### src/rtl/lsirq_pkg.sv
package lsirq_pkg;
  localparam int NCLK  = 8;
  localparam int DW    = 8;
  localparam int AW    = 8;
  localparam int SW    = 3;
  localparam int NSTAT = 2 * DW;

  localparam logic [SW-1:0] ST_FREERUN  = 3'd1;
  localparam logic [SW-1:0] ST_HOLDOVER = 3'd2;

  localparam logic [AW-1:0] A_STAT1 = 8'h05;
  localparam logic [AW-1:0] A_STAT2 = 8'h06;
  localparam logic [AW-1:0] A_IEN1  = 8'h07;
  localparam logic [AW-1:0] A_IEN2  = 8'h08;

  // implemented positions, upper byte = second status register
  localparam logic [NSTAT-1:0] IMPL_MASK = 16'hC1BF;
  localparam int BIT_STATE = 15;
  localparam int BIT_RFAIL = 14;

  // place clock change events at their register positions
  function automatic logic [NSTAT-1:0] clk_to_stat(input logic [NCLK-1:0] ev);
    logic [NSTAT-1:0] r;
    r = '0;
    for (int i = 0; i < 6; i++) r[i] = ev[i];
    r[7] = ev[6];
    r[8] = ev[7];
    return r;
  endfunction

  function automatic logic is_fr_ho(input logic [SW-1:0] st);
    return (st == ST_FREERUN) || (st == ST_HOLDOVER);
  endfunction
endpackage

### src/rtl/lsirq_evt_det.sv
module lsirq_evt_det
  import lsirq_pkg::*;
(
  input  logic            clk,
  input  logic            rst_n,
  input  logic [NCLK-1:0] clk_valid_i,
  input  logic [NCLK-1:0] soft_alarm_i,
  input  logic            soft_en_i,
  input  logic [SW-1:0]   dpll_state_i,
  input  logic            ref_fail_i,
  output logic [NCLK-1:0] clk_ev_o,
  output logic            state_ev_o,
  output logic            fail_ev_o,
  output logic            primed_o
);
  logic [NCLK-1:0] valid_q, soft_q;
  logic [SW-1:0]   state_q;
  logic            fail_q, primed_q;

  always_comb begin
    clk_ev_o   = '0;
    state_ev_o = 1'b0;
    fail_ev_o  = 1'b0;
    if (primed_q) begin
      clk_ev_o   = (clk_valid_i ^ valid_q) |
                   ({NCLK{soft_en_i}} & (soft_alarm_i ^ soft_q));
      state_ev_o = (dpll_state_i != state_q);
      fail_ev_o  = ref_fail_i & ~fail_q & ~is_fr_ho(dpll_state_i);
    end
  end

  always_ff @(posedge clk or negedge rst_n) begin
    if (!rst_n) begin
      valid_q  <= '0;
      soft_q   <= '0;
      state_q  <= '0;
      fail_q   <= 1'b0;
      primed_q <= 1'b0;
    end else begin
      valid_q  <= clk_valid_i;
      soft_q   <= soft_alarm_i;
      state_q  <= dpll_state_i;
      fail_q   <= ref_fail_i;
      primed_q <= 1'b1;
    end
  end

  assign primed_o = primed_q;
endmodule

### src/rtl/lsirq_w1c.sv
module lsirq_w1c #(
  parameter int               W    = 16,
  parameter logic [W-1:0]     MASK = '1
) (
  input  logic         clk,
  input  logic         rst_n,
  input  logic [W-1:0] set_i,
  input  logic [W-1:0] clr_i,
  output logic [W-1:0] q_o
);
  logic [W-1:0] q_q, q_d;
  logic         upd;

  always_comb begin
    upd = (set_i != '0) || (clr_i != '0);
    q_d = ((q_q & ~clr_i) | set_i) & MASK;
  end

  always_ff @(posedge clk or negedge rst_n) begin
    if (!rst_n)   q_q <= '0;
    else if (upd) q_q <= q_d;
  end

  assign q_o = q_q;

  // an event beats a clear in the same cycle
  a_r7_event_wins: assert property (@(posedge clk) disable iff (!rst_n)
    ((set_i & MASK) != '0) |=> ((q_o & $past(set_i & MASK)) == $past(set_i & MASK)));

  // written ones clear when no event lands on them
  a_r6_clear: assert property (@(posedge clk) disable iff (!rst_n)
    (clr_i != '0 && set_i == '0) |=> ((q_o & $past(clr_i)) == '0));

  // no write, no event, no change
  a_r6_hold: assert property (@(posedge clk) disable iff (!rst_n)
    (clr_i == '0 && set_i == '0) |=> $stable(q_o));
endmodule

### src/rtl/lsirq_bank.sv
module lsirq_bank
  import lsirq_pkg::*;
(
  input  logic            clk,
  input  logic            rst_n,
  input  logic [NCLK-1:0] clk_valid_i,
  input  logic [NCLK-1:0] soft_alarm_i,
  input  logic            soft_en_i,
  input  logic [SW-1:0]   dpll_state_i,
  input  logic            ref_fail_i,
  input  logic            wr_i,
  input  logic [AW-1:0]   addr_i,
  input  logic [DW-1:0]   wdata_i,
  output logic [DW-1:0]   rdata_o,
  output logic            irq_o
);
  localparam int NB = NSTAT / DW;

  logic [NCLK-1:0]  clk_ev;
  logic             state_ev, fail_ev, primed;
  logic [NSTAT-1:0] set_v, clr_v, stat, ien;
  logic [NB-1:0]    we_stat, we_ien;

  lsirq_evt_det u_evt (
    .clk          (clk),
    .rst_n        (rst_n),
    .clk_valid_i  (clk_valid_i),
    .soft_alarm_i (soft_alarm_i),
    .soft_en_i    (soft_en_i),
    .dpll_state_i (dpll_state_i),
    .ref_fail_i   (ref_fail_i),
    .clk_ev_o     (clk_ev),
    .state_ev_o   (state_ev),
    .fail_ev_o    (fail_ev),
    .primed_o     (primed)
  );

  always_comb begin
    we_stat[0] = wr_i && (addr_i == A_STAT1);
    we_stat[1] = wr_i && (addr_i == A_STAT2);
    we_ien[0]  = wr_i && (addr_i == A_IEN1);
    we_ien[1]  = wr_i && (addr_i == A_IEN2);
    set_v            = clk_to_stat(clk_ev);
    set_v[BIT_STATE] = state_ev;
    set_v[BIT_RFAIL] = fail_ev;
  end

  genvar b;
  generate
    for (b = 0; b < NB; b++) begin : g_byte
      logic [DW-1:0] en_q;
      assign clr_v[b*DW +: DW] = we_stat[b] ? wdata_i : '0;
      always_ff @(posedge clk or negedge rst_n) begin
        if (!rst_n)         en_q <= '0;
        else if (we_ien[b]) en_q <= wdata_i & IMPL_MASK[b*DW +: DW];
      end
      assign ien[b*DW +: DW] = en_q;
    end
  endgenerate

  lsirq_w1c #(.W(NSTAT), .MASK(IMPL_MASK)) u_stat (
    .clk   (clk),
    .rst_n (rst_n),
    .set_i (set_v),
    .clr_i (clr_v),
    .q_o   (stat)
  );

  always_comb begin
    unique case (addr_i)
      A_STAT1: rdata_o = stat[DW-1:0];
      A_STAT2: rdata_o = stat[NSTAT-1:DW];
      A_IEN1:  rdata_o = ien[DW-1:0];
      A_IEN2:  rdata_o = ien[NSTAT-1:DW];
      default: rdata_o = '0;
    endcase
  end

  assign irq_o = |(stat & ien);

  // no enables, no request
  a_r8_irq_gated: assert property (@(posedge clk) disable iff (!rst_n)
    (ien == '0) |-> !irq_o);

  // the failure bit cannot rise while in free-run or holdover
  a_r5_no_fail_in_holdover: assert property (@(posedge clk) disable iff (!rst_n)
    is_fr_ho(dpll_state_i) |=> !$rose(stat[BIT_RFAIL]));

  // nothing latches in the first cycle after reset release
  a_r10_unprimed_quiet: assert property (@(posedge clk) disable iff (!rst_n)
    (!primed && stat == '0) |=> (stat == '0));
endmodule

### config.mk
export PLATFORM = sky130hd
export DESIGN_NAME = lsirq_bank
export DESIGN_NICKNAME = d
export VERILOG_FILES = /design/src/rtl/lsirq_pkg.sv /design/src/rtl/lsirq_evt_det.sv /design/src/rtl/lsirq_w1c.sv /design/src/rtl/lsirq_bank.sv
export SDC_FILE = /design/constraint.sdc
export NUM_CORES = 1
export LEC_CHECK = 0
export CORE_UTILIZATION = 30
export DETAILED_ROUTE_END_ITERATION = 10
export SLEW_MARGIN = 15
export SYNTH_ARGS = -nofsm -noshare
export SYNTH_HDL_FRONTEND = slang
export SYNTH_SLANG_ARGS = --single-unit
### constraint.sdc
create_clock -name clk -period 6.7 [get_ports clk]
set_clock_uncertainty 0.1 [all_clocks]
set_input_delay 2.01 -clock clk [delete_from_list [all_inputs] [get_ports clk]]
set_output_delay 2.01 -clock clk [all_outputs]
set_load 0.01 [all_outputs]
==> out/qor.yml <==
status: "completed"
die_area_sq_mm: 0.00644
synth_area_leader_cell: "dfrtp_1"
initial_utilization: 0.310
grt_pass1_vias: 1332
arrival_ps: 4200
post-route-period-util: 0.942
tightest_slew_ps: 924
async_flop_share: 1.00
netlist_instances: 144
cts_tree: "built"
synth_cell_types: 34
syn-num-nets: 184
fin_util: 0.426
dp_hpwl_mm: 2.95
die_x_um: 80.2
fin_cells: 274
min_from: "u_evt.fail_q"
area_growth_syn_to_layout_pct: 37.5
vias_per_cell: 4.85
wl_mm: 4.13
core_sq_mm: 0.00592
grt_max_degree: 42
slew_headroom: 0.384
nNetsFinal: 238
period_minus_slack_ps: 6310
htree_levels: 2
rsz0062_at_grt: "false"
setup_viol_count_final: 0
ctsHoldBuffers: 0
critPathKind: "primary input to primary output"
powerDensity_mw_per_mm2: 214
critPathMaxFanout: 6
synthTopCellsByArea: "dfrtp_1, mux2_2, xnor2_1, xor2_1, mux2i_1"
clk_pin_slew_ps: 80
antenna_found_initial: 0
drc_errors: 0
cts_setup_buffers: 0
stdcell_area_sq_mm: 0.00252
cts.sinks: 41
drv_slew: 0
ir_drop_v: 0.000129
yosys.area.top_type_share: 0.559
cp-startpoint: "addr_i[5]"
yosysSeqAreaShare: 0.559
worstSetupEndpointType: "primary output"
grt.overflow.total: 0
io_buffers: 48
tns_ps: 0
synth_most_common_cell: "dfrtp_1"
antennaDiodeCount: 0
start_kind: "primary input"
ys_warn_count: 0
maxCapViolations: 0
grt_pass1_wl_mm: 6.61
cts_buffer_depth: 2
track_usage: 0.141
clock_latency_ps: 290
cts_made_buffers: 5
synth-edff-count: 0
drtAntennaViolNets: 0
ctsRootBufferMaster: "clkbuf_8"
drive_above_1_share: 0.111
leakagePower_nw: 1.07
num_vias: 1328
cts_resized: 0
routedWlPerCell_um: 15.1
finalHoldViolations: 0
dr.pass1.iters: 4
place_inst: 266
r2r-start: "u_evt.primed_o"
io_pins: 49
dominantRegCellSynth: "dfrtp_1"
synth.top_cells.by_count: "dfrtp_1, xnor2_1, mux2_2, xor2_1"
dieHeight_um: 80.2
worstPathRequired_ps: 4590
routabilityCongestion: 0.742
drtIter0Drc: 40
syn_area_sq_mm: 0.00184
place_area_sq_mm: 0.00241
ys_seq_elements: 41
hp-class: "flop to flop"
num_rows: 28
clock.fmax_mhz: 158
hold_ws_ps: 419
avgSynthCellArea_sq_um: 12.8
==> worst max-delay path: stages <==
cell and delay [ps]:
clkdlybuf4s50_1 410, or4_1 700, or2_1 390, nor2_1 140, clkdlybuf4s50_1 540
==> cells by family after synthesis <==
family | share of synthesized area
xor+xnor | 0.0954
other cells | 0.00204
simple gates | 0.101
flops | 0.559
mux | 0.0995
compound gates | 0.122
buf+inv | 0.0211
==> metrics by stage <==
step,power (mW),setup WS (ps)
3_5_place_dp,0.338,378
2_1_floorplan,0.294,1440
5_1_grt,0.565,310
3_3_place_gp,0.337,415
4_1_cts,0.548,364
6_report,0.540,390
==> sequential cells by signal, indices dropped and copies added (netlist names) <==
name and cells:
u_evt.state_q 3, u_evt.primed_o 1, u_evt.valid_q 8, u_evt.fail_q 1, u_evt.soft_q 8, u_stat.q_o 10, g_byte.en_q 10
==> final cells by class <==
cell class	count	area, sq um
clock inverter	1	30.0
sequential	41	1030
fill	574	3400
inverter	7	26.3
clock buffer	7	86.3
tap	75	93.8
multi-input combinational	93	772
timing repair buffer	50	490
==> routing by layer <==
metal  wire [um]  track usage  vias up
li1            -            -      643
met2        1800        0.206       37
met1        2050        0.191      643
met3         204       0.0341        5
met5           0            0        -
met4          65       0.0750        0
==> cell usage in the layout, fill, tap and decap left out, drive strengths merged <==
cell type,n
xor2,9
a221oi,1
a22oi,3
buf,3
nand3,2
or4,1
nor2,6
xnor2,11
conb,1
and2,2
nor4bb,1
nand3b,2
a2bb2oi,6
mux2i,7
clkbuf,7
or2,1
o41ai,1
nor3,3
a221o,2
nand2,4
o211ai,1
clkdlybuf4s50,47
mux2,10
nor4,2
a21o,1
o2bb2ai,1
o221ai,6
nor4b,1
dfrtp,41
a22o,4
nand4,4
bufinv,1
inv,7
==> final timing paths <==
kind / end / slack, ps / depth (start not counted)
max: rdata_o[3] / 390 / 5
min in group asynchronous: u_evt.valid_q[7] / 1750 / 1
max in group asynchronous: u_evt.soft_q[4] / 4180 / 1
max reg2reg: u_stat.q_o[0] / 5300 / 2
min: u_stat.q_o[14] / 420 / 2
min reg2reg: u_stat.q_o[14] / 420 / 2
==> where the power goes <==
part           internal [mW]  switching [mW]  total (mW)
clock                  0.122          0.0863       0.208
sequential             0.257         0.00642       0.263
combinational         0.0403          0.0289      0.0692
Note: power is estimated with default switching activity, not from simulation.
